==> config.mk <==
export PLATFORM = sky130hd
export DESIGN_NAME = nand_erase_seq
export DESIGN_NICKNAME = d
export VERILOG_FILES = /design/src/rtl/nes_pkg.sv /design/src/rtl/nes_sync.sv /design/src/rtl/nes_timer.sv /design/src/rtl/nes_strobe.sv /design/src/rtl/nand_erase_seq.sv
export SDC_FILE = /design/constraint.sdc
export NUM_CORES = 1
export LEC_CHECK = 0
export BUFFER_PORTS_ARGS = -buffer_cell sky130_fd_sc_hd__buf_2
export CORE_MARGIN = 8
export CORE_UTILIZATION = 30
export CTS_CLUSTER_SIZE = 40
export DETAILED_ROUTE_END_ITERATION = 8
export PLACE_DENSITY = 0.61
export SLEW_MARGIN = 20
export SYNTH_ARGS = -nofsm -noshare
export SYNTH_HDL_FRONTEND = slang
export SYNTH_SLANG_ARGS = --single-unit
==> constraint.sdc <==
create_clock -name clk -period 2 [get_ports clk]
set_input_delay 0.2 -clock clk [delete_from_list [all_inputs] [get_ports clk]]
set_output_delay 0.2 -clock clk [all_outputs]
set_load 0.1 [all_outputs]
==> src/rtl/nes_pkg.sv <==
package nes_pkg;

  localparam logic [7:0] CMD_ERASE_SETUP   = 8'h60;
  localparam logic [7:0] CMD_ERASE_CONFIRM = 8'hD0;
  localparam logic [7:0] CMD_STATUS        = 8'h70;

  localparam int STAT_RDY_BIT  = 6;
  localparam int STAT_FAIL_BIT = 0;

  typedef enum logic [1:0] {
    BK_CMD  = 2'd0,
    BK_ADDR = 2'd1,
    BK_READ = 2'd2
  } bus_kind_e;

  typedef enum logic [3:0] {
    ST_IDLE   = 4'd0,
    ST_SETUP  = 4'd1,
    ST_ADDR   = 4'd2,
    ST_CONF   = 4'd3,
    ST_GUARD  = 4'd4,
    ST_WAITRB = 4'd5,
    ST_STCMD  = 4'd6,
    ST_STRD   = 4'd7,
    ST_CHECK  = 4'd8
  } seq_state_e;

endpackage

==> src/rtl/nes_sync.sv <==
module nes_sync #(
  parameter int  STAGES    = 2,
  parameter logic RST_VAL  = 1'b1
) (
  input  logic clk,
  input  logic rst,
  input  logic d,
  output logic q
);
  logic [STAGES-1:0] chain;

  generate
    for (genvar i = 0; i < STAGES; i++) begin : g_stage
      always_ff @(posedge clk) begin
        if (rst) chain[i] <= RST_VAL;
        else if (i == 0) chain[i] <= d;
        else chain[i] <= chain[(i == 0) ? 0 : i-1];
      end
    end
  endgenerate

  assign q = chain[STAGES-1];
endmodule

==> src/rtl/nes_timer.sv <==
module nes_timer #(
  parameter int LIMIT = 1000
) (
  input  logic clk,
  input  logic rst,
  input  logic clr,
  input  logic en,
  output logic expired
);
  localparam int CW = $clog2(LIMIT + 1);
  logic [CW-1:0] cnt;

  always_ff @(posedge clk) begin
    if (rst || clr) begin
      cnt     <= '0;
      expired <= 1'b0;
    end else if (en && !expired) begin
      if (cnt == CW'(LIMIT - 1)) expired <= 1'b1;
      else cnt <= cnt + 1'b1;
    end
  end

  // once raised, the timeout stays until cleared
  a_r8_timer_sticky: assert property (@(posedge clk) disable iff (rst)
    (expired && !clr) |=> expired);
endmodule

==> src/rtl/nes_strobe.sv <==
module nes_strobe
  import nes_pkg::*;
#(
  parameter int LOW_CLK  = 2,
  parameter int HIGH_CLK = 2
) (
  input  logic       clk,
  input  logic       rst,
  input  logic       req,
  input  bus_kind_e  kind,
  input  logic [7:0] wbyte,
  output logic       fin,
  output logic [7:0] rd_data,
  output logic       cle,
  output logic       ale,
  output logic       we_n,
  output logic       re_n,
  output logic [7:0] io_out,
  output logic       io_oe,
  input  logic [7:0] io_in
);
  localparam int MAXC = (LOW_CLK > HIGH_CLK) ? LOW_CLK : HIGH_CLK;
  localparam int CW   = (MAXC > 1) ? $clog2(MAXC) : 1;

  typedef enum logic [1:0] {PH_IDLE, PH_LOW, PH_HIGH} phase_e;
  phase_e        ph;
  logic [CW-1:0] cnt;
  logic          is_read;

  always_ff @(posedge clk) begin
    if (rst) begin
      ph      <= PH_IDLE;
      cnt     <= '0;
      is_read <= 1'b0;
      fin     <= 1'b0;
      rd_data <= '0;
      cle     <= 1'b0;
      ale     <= 1'b0;
      we_n    <= 1'b1;
      re_n    <= 1'b1;
      io_out  <= '0;
      io_oe   <= 1'b0;
    end else begin
      fin <= 1'b0;
      case (ph)
        PH_IDLE: if (req) begin
          ph      <= PH_LOW;
          cnt     <= CW'(LOW_CLK - 1);
          is_read <= (kind == BK_READ);
          cle     <= (kind == BK_CMD);
          ale     <= (kind == BK_ADDR);
          we_n    <= (kind == BK_READ);
          re_n    <= (kind != BK_READ);
          io_oe   <= (kind != BK_READ);
          io_out  <= (kind == BK_READ) ? 8'h00 : wbyte;
        end
        PH_LOW: begin
          if (cnt == '0) begin
            ph   <= PH_HIGH;
            cnt  <= CW'(HIGH_CLK - 1);
            we_n <= 1'b1;
            re_n <= 1'b1;
            if (is_read) rd_data <= io_in;
          end else begin
            cnt <= cnt - 1'b1;
          end
        end
        PH_HIGH: begin
          if (cnt == '0) begin
            ph    <= PH_IDLE;
            cle   <= 1'b0;
            ale   <= 1'b0;
            io_oe <= 1'b0;
            fin   <= 1'b1;
          end else begin
            cnt <= cnt - 1'b1;
          end
        end
        default: ph <= PH_IDLE;
      endcase
    end
  end

  // never both strobes low
  a_r4_strobe_excl: assert property (@(posedge clk) disable iff (rst)
    !(!we_n && !re_n));
  // latch lines are exclusive
  a_r2_latch_excl: assert property (@(posedge clk) disable iff (rst)
    !(cle && ale));
  // a cycle ends with both strobes released
  a_r4_fin_released: assert property (@(posedge clk) disable iff (rst)
    fin |-> (we_n && re_n));
endmodule

==> src/rtl/nand_erase_seq.sv <==
module nand_erase_seq
  import nes_pkg::*;
#(
  parameter int ROW_CYC     = 3,
  parameter int PAGE_W      = 6,
  parameter int WE_LOW      = 2,
  parameter int WE_HIGH     = 2,
  parameter int GUARD_CLK   = 4,
  parameter int TIMEOUT_CLK = 1000000,
  parameter int SYNC_STAGES = 2,
  localparam int ROW_W      = 8 * ROW_CYC
) (
  input  logic             clk,
  input  logic             rst,
  input  logic             start,
  input  logic [ROW_W-1:0] row_addr,
  output logic             busy,
  output logic             done,
  output logic             fail,
  output logic             timeout,
  output logic [7:0]       status_last,
  output logic             ce_n,
  output logic             cle,
  output logic             ale,
  output logic             we_n,
  output logic             re_n,
  output logic [7:0]       io_out,
  output logic             io_oe,
  input  logic [7:0]       io_in,
  input  logic             rb_n
);
  localparam int IDX_W = (ROW_CYC > 1) ? $clog2(ROW_CYC) : 1;
  localparam int GW    = $clog2(GUARD_CLK + 1);
  localparam logic [ROW_W-1:0] PAGE_MASK = ROW_W'((64'd1 << PAGE_W) - 64'd1);

  seq_state_e       st;
  logic [ROW_W-1:0] row_q;
  logic [IDX_W-1:0] addr_idx;
  logic [GW-1:0]    gcnt;
  logic             pend;
  logic             rb_s;

  logic       bus_req;
  bus_kind_e  bus_kind;
  logic [7:0] bus_byte;
  logic       bus_fin;
  logic [7:0] bus_rd;
  logic       tmr_clr;
  logic       tmr_en;
  logic       tmr_exp;
  logic       in_bus_state;

  nes_sync #(.STAGES(SYNC_STAGES), .RST_VAL(1'b1)) u_rb_sync (
    .clk(clk), .rst(rst), .d(rb_n), .q(rb_s)
  );

  nes_timer #(.LIMIT(TIMEOUT_CLK)) u_timer (
    .clk(clk), .rst(rst), .clr(tmr_clr), .en(tmr_en), .expired(tmr_exp)
  );

  nes_strobe #(.LOW_CLK(WE_LOW), .HIGH_CLK(WE_HIGH)) u_strobe (
    .clk(clk), .rst(rst), .req(bus_req), .kind(bus_kind), .wbyte(bus_byte),
    .fin(bus_fin), .rd_data(bus_rd), .cle(cle), .ale(ale), .we_n(we_n),
    .re_n(re_n), .io_out(io_out), .io_oe(io_oe), .io_in(io_in)
  );

  always_comb begin
    in_bus_state = 1'b0;
    bus_kind     = BK_CMD;
    bus_byte     = 8'h00;
    case (st)
      ST_SETUP: begin in_bus_state = 1'b1; bus_byte = CMD_ERASE_SETUP; end
      ST_ADDR: begin
        in_bus_state = 1'b1;
        bus_kind     = BK_ADDR;
        bus_byte     = row_q[8*addr_idx +: 8];
      end
      ST_CONF:  begin in_bus_state = 1'b1; bus_byte = CMD_ERASE_CONFIRM; end
      ST_STCMD: begin in_bus_state = 1'b1; bus_byte = CMD_STATUS; end
      ST_STRD:  begin in_bus_state = 1'b1; bus_kind = BK_READ; end
      default: ;
    endcase
  end

  assign bus_req = in_bus_state && !pend;
  assign tmr_clr = (st == ST_IDLE) && start;
  assign tmr_en  = (st == ST_GUARD) || (st == ST_WAITRB) || (st == ST_STCMD) ||
                   (st == ST_STRD)  || (st == ST_CHECK);

  always_ff @(posedge clk) begin
    if (rst) begin
      st          <= ST_IDLE;
      row_q       <= '0;
      addr_idx    <= '0;
      gcnt        <= '0;
      pend        <= 1'b0;
      busy        <= 1'b0;
      done        <= 1'b0;
      fail        <= 1'b0;
      timeout     <= 1'b0;
      status_last <= '0;
      ce_n        <= 1'b1;
    end else begin
      done <= 1'b0;
      if (bus_req) pend <= 1'b1;
      case (st)
        ST_IDLE: if (start) begin
          row_q       <= row_addr & ~PAGE_MASK;
          addr_idx    <= '0;
          busy        <= 1'b1;
          ce_n        <= 1'b0;
          fail        <= 1'b0;
          timeout     <= 1'b0;
          status_last <= '0;
          st          <= ST_SETUP;
        end
        ST_SETUP: if (bus_fin) begin pend <= 1'b0; st <= ST_ADDR; end
        ST_ADDR: if (bus_fin) begin
          pend <= 1'b0;
          if (addr_idx == IDX_W'(ROW_CYC - 1)) st <= ST_CONF;
          else addr_idx <= addr_idx + 1'b1;
        end
        ST_CONF: if (bus_fin) begin
          pend <= 1'b0;
          gcnt <= GW'(GUARD_CLK - 1);
          st   <= ST_GUARD;
        end
        ST_GUARD: begin
          if (gcnt == '0) st <= ST_WAITRB;
          else gcnt <= gcnt - 1'b1;
        end
        ST_WAITRB: begin
          if (tmr_exp) begin
            timeout <= 1'b1;
            busy    <= 1'b0;
            ce_n    <= 1'b1;
            done    <= 1'b1;
            st      <= ST_IDLE;
          end else if (rb_s) begin
            st <= ST_STCMD;
          end
        end
        ST_STCMD: if (bus_fin) begin pend <= 1'b0; st <= ST_STRD; end
        ST_STRD: if (bus_fin) begin
          pend        <= 1'b0;
          status_last <= bus_rd;
          st          <= ST_CHECK;
        end
        ST_CHECK: begin
          if (status_last[STAT_RDY_BIT]) begin
            fail <= status_last[STAT_FAIL_BIT];
            busy <= 1'b0;
            ce_n <= 1'b1;
            done <= 1'b1;
            st   <= ST_IDLE;
          end else if (tmr_exp) begin
            timeout <= 1'b1;
            busy    <= 1'b0;
            ce_n    <= 1'b1;
            done    <= 1'b1;
            st      <= ST_IDLE;
          end else begin
            st <= ST_STRD;
          end
        end
        default: st <= ST_IDLE;
      endcase
    end
  end

  // the first address byte carries no page bits (PAGE_W <= 8 assumed)
  a_r3_page_zero: assert property (@(posedge clk) disable iff (rst)
    (ale && !we_n && addr_idx == '0 && st == ST_ADDR) |-> (io_out & 8'(PAGE_MASK)) == 8'h00);
  // done is a single-cycle pulse
  a_r7_done_pulse: assert property (@(posedge clk) disable iff (rst)
    done |=> !done);
  // busy only rises in answer to start
  a_r9_busy_from_start: assert property (@(posedge clk) disable iff (rst)
    $rose(busy) |-> $past(start));
  // timeout and fail never reported together
  a_r8_tmo_not_fail: assert property (@(posedge clk) disable iff (rst)
    done |-> !(timeout && fail));
  // status command only goes out when ready is seen
  a_r5_status_after_ready: assert property (@(posedge clk) disable iff (rst)
    (cle && !we_n && io_out == CMD_STATUS) |-> rb_s);
endmodule

== Yosys cells after proc, flatten, opt, wreduce, memory -nomap -nowiden ==
Index checks and enable logic that the tools add are counted.
Storage, ports and cells
  flip-flop bits (word level): 90
  latch bits: 0
  bits in writable memories: 0
  memory bits (read-only): 0
  output and inout bits: 26
  logic and storage cells: 171
  memories kept: 0
Cells by class
  add/subtract/negate cells: 4
  $mul: 0
  divide/modulo/power cells: 0
  $lt $le $gt $ge: 0
  equal/unequal tests: 31
  shifts and indexed selects: 1
  mux-type cells: 66
  bitwise logic cells: 3
  reduce and logical (&&, ||, !) cells: 40
Operator list (count)
  4-bit 2-to-1 mux: 10
  4-bit case mux with 9 select lines: 1
  8-bit case mux with 4 select lines: 1
  1-bit 2-to-1 mux: 25
  8-bit 2-to-1 mux: 3
  3-bit AND reduction: 8
  24-bit by 6-bit indexed part select with 8-bit output: 1
  20-bit by 1-bit adder with 20-bit output, second input constant: 1
  20-bit == test, second input constant: 1
  2-bit != test, second input constant: 10
  4-bit by 3-bit == test with 1-bit output, second input constant: 4
  8-bit case mux with 2 select lines: 1
  1-bit case mux with 2 select lines: 7
  2-bit 2-to-1 mux: 6
  3-bit 2-to-1 mux: 4
  2-bit by 1-bit != test with 1-bit output, second input constant: 6
  1-bit case mux with 3 select lines: 4
  2-bit AND reduction: 6
  2-bit nonzero test: 6
  9-bit AND reduction: 1
  4-bit by 2-bit == test with 1-bit output, second input constant: 2
  2-bit case mux with 2 select lines: 2
  2-bit == test, second input constant: 3
  2-bit case mux with 3 select lines: 1
  19 further kinds: 31

== Logic depth before layout (Yosys ltp) ==
  depth in word-level cells: 7
  mapped depth: 7

== Hierarchy ==
A second synthesis with hierarchy kept.
Second synthesis, totals
  cells, all modules: 489
  area total of the unflattened synthesis: 4311.6 um^2
By module, submodules not included
  nand_erase_seq: instances 1, cells each 252, area each 2100.8 um^2
  nes_timer: instances 1, cells each 138, area each 1149.9 um^2
  nes_strobe: instances 1, cells each 95, area each 1008.5 um^2
  nes_sync: instances 1, cells each 4, area each 52.6 um^2

== Least setup slack after synthesis ==
Ideal clock, no wire load.
  kind: register to register
  start point: register status_last[6]
  end point: register st[2]
  setup time: 0.128 ns
  data arrival time: 1.765 ns
  required time: 1.872 ns
  slack: 0.107 ns
  stages on the path, launching flop included: 6
  path buffers: 0
  period minus slack after synthesis: 1.893 ns
  cells stage by stage: dfxtp_1 -> nor2_1 -> a31oi_1 -> o22ai_1 -> a221oi_1 -> nor2_1
On the way
  cells in the longest elaborated chain, start to end: 2
RTL lines
  start, declared: RTL line nand_erase_seq.sv:21  | output logic [7:0] status_last,
  start signal, assigned: RTL line nand_erase_seq.sv:146  | status_last <= bus_rd;
  3-bit 2-to-1 mux: RTL line nand_erase_seq.sv:150  | if (status_last[STAT_RDY_BIT]) begin
  4-bit case mux with 9 select lines: RTL line nand_erase_seq.sv:106  | case (st)
  end signal, assigned: RTL line nand_erase_seq.sv:115  | st <= ST_SETUP;
  end signal, assigned: RTL line nand_erase_seq.sv:147  | st <= ST_CHECK;
  end signal, assigned: RTL line nand_erase_seq.sv:155  | st <= ST_IDLE;
  end, declared: RTL line nand_erase_seq.sv:36  | seq_state_e st;
Every way passes these cells.
A chain may end at the register's enable or synchronous reset.

== Worst setup path in the final report ==
  start point: register st[1]
  end point: register st[0]
On the way
  cells in the longest elaborated chain, start to end: 3
RTL lines
  start signal, assigned: RTL line nand_erase_seq.sv:92  | st <= ST_IDLE;
  start signal, assigned: RTL line nand_erase_seq.sv:115
  start signal, assigned: RTL line nand_erase_seq.sv:117  | ST_SETUP: if (bus_fin) begin pend <= 1'b0; st <= ST_ADDR; end
  4-bit by 3-bit == test with 1-bit output, or another cell as far along: RTL line nand_erase_seq.sv:106
  3-bit by 1-bit != test with 1-bit output (no line), or another cell as far along
  9-bit AND reduction (no line)
Parallel ways exist; a longest one is shown, timed or not.

==> flow_metrics.py <==
metrics = {
    "sta": {
        "finClkSkew_ns": 0.00580,
        "hold_viol_final": 0,
        "slew_violations": 0,
        "rsz0062_at_grt": "true",
        "relSlewSlack": 0.633,
        "fmax_mhz": 522,
        "tightest_slew_ns": 0.547,
        "finalSetupViolations": 0,
        "timing.final.crit_share": 0.958,
        "period_needed_ns": 1.92,
        "fin_setup_tns_ns": 0,
        "final.setup.worst_slack_ns": 0.0835,
        "holdWs_ns": 0.0407,
    },
    "critical_path": {
        "crit_type": "flop to flop",
        "arrival_ns": 2.13,
        "cp-end-kind": "flop",
        "cp_data_required_time_ns": 2.21,
        "startpoint_type": "flop",
        "crit_buf_inv": 2,
        "crit_top_cell": "buf_4",
        "slowest_delay_ns": 0.34,
        "crit_chain": "buf_4 -> buf_4 -> nor2b_1 -> o31a_1 -> nor4_2 -> mux2i_1 -> nor2_1",
        "critical-path-top-delay-family": "simple AND/OR/NAND/NOR gates",
        "crit_slowest_cell": "dfxtp_4",
        "worstPathMaxFanout": 6,
    },
    "pwr": {
        "seqPwrFrac": 0.360,
        "netSwitchingFraction": 0.353,
        "ir_worst_vdd_mv": 0.773,
        "p_int_mw": 3.79,
        "pwr-share-clk": 0.316,
        "combPwrFrac": 0.324,
        "powerDensity_nw_per_um2": 1180,
        "switchingPower_mw": 2.07,
        "leakage_nw": 1.85,
    },
    "die": {
        "pin_count": 62,
        "die_area_um2": 17300,
        "start_util": 0.305,
        "die_h_um": 132,
        "dieWidth_um": 132,
        "core_um2": 13100,
        "rows": 42,
    },
    "cells_and_area": {
        "areaGrowthSynthToFinish_pct": 23.6,
        "antenna_cells": 0,
        "drive_gt1_frac": 0.203,
        "fillCellCount": 1382,
        "fin_nets": 584,
    },
    "grt": {
        "grt_use_met1": 0.137,
        "grtUsageTotal": 0.122,
        "met2_usage": 0.211,
        "grt_first_pass_wirelength_mm": 17.4,
        "antenna_found_initial": 0,
        "gr-total-overflow": 0,
        "use_met3": 0.0393,
        "busiest_layer": "met2",
        "grt_max_degree": 44,
        "grt_pass1_vias": 3623,
    },
    "yosys": {
        "synth.distinct_cells": 55,
        "netlist_area_um2": 4010,
        "synth_edf_count": 0,
        "synthFlopType": "dfxtp_1",
        "avgSynthCellArea_um2": 8.27,
        "syn_inst": 484,
        "synth_seq_area_share": 0.450,
        "ys.warnings.count": 0,
        "async_flop_share": 0,
        "ys_ff_latch": 90,
        "syn-num-nets": 524,
    },
    "drt": {
        "drt_iter0_markers": 263,
        "vias": 3593,
        "avgViaCountPerCell": 4.97,
        "drt-wirelength-per-cell_um": 14.1,
        "drt_pre_antenna_iters": 5,
        "ant_nets": 0,
        "drc_errors": 0,
        "wirelength_mm": 10.2,
    },
    "run": {
        "max_cap_violations": 0,
    },
    "clock_network": {
        "insertion_delay_ns": 0.34,
        "htreeDepth": 3,
        "cts_max_path_buffers": 2,
        "clock_sinks": 90,
        "tritoncts": "done",
        "clkSlewWorstSetupHoldPaths_ns": 0.06,
        "cts_root_buf": "clkbuf_16",
        "cts_buffers": 9,
    },
    "outcome": {
        "run_status": "finished, final reports clean",
    },
    "place": {
        "pre_cts_slack_ns": 0.0752,
        "dp_hpwl_mm": 7.32,
        "gp_congestion": 0.801,
        "io_buffers": 55,
    },
    "min_path": {
        "worstHoldPathType": "primary input to flop",
    },
}
[cells by family after synthesis]
group                    after synthesis  synth area share
AO/OA/AOI/OAI                        109             0.168
flip-flops                            90             0.450
multiplexers                          11            0.0278
buffers and inverters                 43            0.0450
AND/OR/NAND/NOR                      216             0.273
XOR/XNOR                              11            0.0241
adder cells (fa/ha/maj)                4            0.0125
[power groups by stage]
stage	clock, mW	combinational [mW]	sequential, mW
floorplan	0	0.940	2.55
global placement	0	1.86	2.14
detailed placement	0	1.88	2.14
CTS	1.90	1.89	2.11
global route	1.98	2.07	2.13
finish	1.85	1.90	2.11
[metal layers]
metal  wire length, µm  up-vias
li1                  -     1825
met1              4310     1680
met2              5230       73
met3               463       15
met4               162        0
met5                 0        -
[flip-flops by register name (all words and copies together) (netlist names), 2 cells and up, named ones only]
signal	count
gcnt	3
status_last	8
addr_idx	2
row_q	18
u_timer.cnt	20
st	4
u_strobe.rd_data	8
u_strobe.ph	2
u_strobe.io_out	8
[timing repair]
item,in CTS,in global routing
setup endpoints to repair,0,13
buffers inserted,0,1
hold buffers,0,0
resized for setup,0,5
[cell usage in the layout (no fill, tap or decap), drive strengths merged, types with 7 or more instances in the layout]
cell type	instances
inv	12
dfxtp	90
or3	10
nor2	45
a21oi	60
nand4	9
nand2b	12
and3	10
mux2i	10
clkbuf	12
nor3	12
nand2	56
o21ai	17
nor2b	7
buf	80
nand3	27
[cells in the mapped netlist (2+ instances only)]
| cell type | n | area (µm²) |
|---|---|---|
| dfxtp_1 | 90 | 1800 |
| a21oi_1 | 59 | 295 |
| nand2_1 | 56 | 210 |
| nor2_1 | 45 | 169 |
| nand3_1 | 27 | 135 |
| clkbuf_1 | 24 | 90.1 |
| o21ai_0 | 17 | 85.1 |
| inv_1 | 12 | 45.0 |
| nand2b_1 | 12 | 75.1 |
| nor3_1 | 12 | 60.1 |
| and3_1 | 10 | 62.6 |
| mux2i_1 | 10 | 100 |
| or3_1 | 10 | 62.6 |
| nand4_1 | 9 | 56.3 |
| nor2b_1 | 7 | 43.8 |
| xor2_1 | 6 | 52.6 |
| nor4_1 | 5 | 31.3 |
| xnor2_1 | 5 | 43.8 |
| a22oi_1 | 4 | 30.0 |
| a31oi_1 | 4 | 25.0 |
| ha_1 | 4 | 50.1 |
| nand3b_1 | 4 | 30.0 |
| o211ai_1 | 4 | 30.0 |
| or2_2 | 4 | 25.0 |
| a221oi_1 | 3 | 26.3 |
| and4_1 | 3 | 26.3 |
| buf_2 | 3 | 15.0 |
| nor4b_1 | 3 | 26.3 |
| a211oi_1 | 2 | 15.0 |
| buf_1 | 2 | 7.51 |
| buf_6 | 2 | 22.5 |
| nor3b_1 | 2 | 15.0 |
| o22ai_1 | 2 | 12.5 |
[worst paths after layout]
check / from / to / slack (ns) / cells past startpoint
max: st[1]$_SDFFE_PP0P_ / st[0]$_SDFFE_PP0P_ / 0.08 / 7
min: rb_n / u_rb_sync.chain[0]$_SDFF_PP1_ / 0.04 / 2
max reg2reg: st[1]$_SDFFE_PP0P_ / st[0]$_SDFFE_PP0P_ / 0.08 / 7
min reg2reg: u_rb_sync.chain[0]$_SDFF_PP1_ / u_rb_sync.q$_SDFF_PP1_ / 0.42 / 1
[area by class of cell]
class,instances,area [µm²],area share
Clock inverter,2,60.1,0.0121
Inverter,12,45.0,0.00910
Sequential cell,90,1810,0.365
Tap cell,176,220,0.0445
Timing Repair Buffer,80,513,0.104
Multi-Input combinational cell,351,2040,0.412
Clock buffer,12,267,0.0539
[worst reg2reg max path: cells and delay by family (launching register included)]
kind	cells	cell delay, ns
flops	1	0.34
mux	1	0.29
buf+inv	2	0.29
compound gates	1	0.34
simple gates	3	0.53
[through the flow]
| stage | total power [mW] | instances | util | instance area, µm² |
|---|---|---|---|---|
| 2_1_floorplan | 3.49 | 484 | - | 4010 |
| 3_3_place_gp | 3.99 | 708 | 0.350 | 4600 |
| 3_5_place_dp | 4.02 | 708 | 0.350 | 4600 |
| 4_1_cts | 5.90 | 722 | 0.375 | 4920 |
| 5_1_grt | 6.18 | 723 | 0.377 | 4950 |
| 6_report | 5.85 | 723 | 0.377 | 4950 |
No activity file was read; power rests on OpenSTA's default activity.
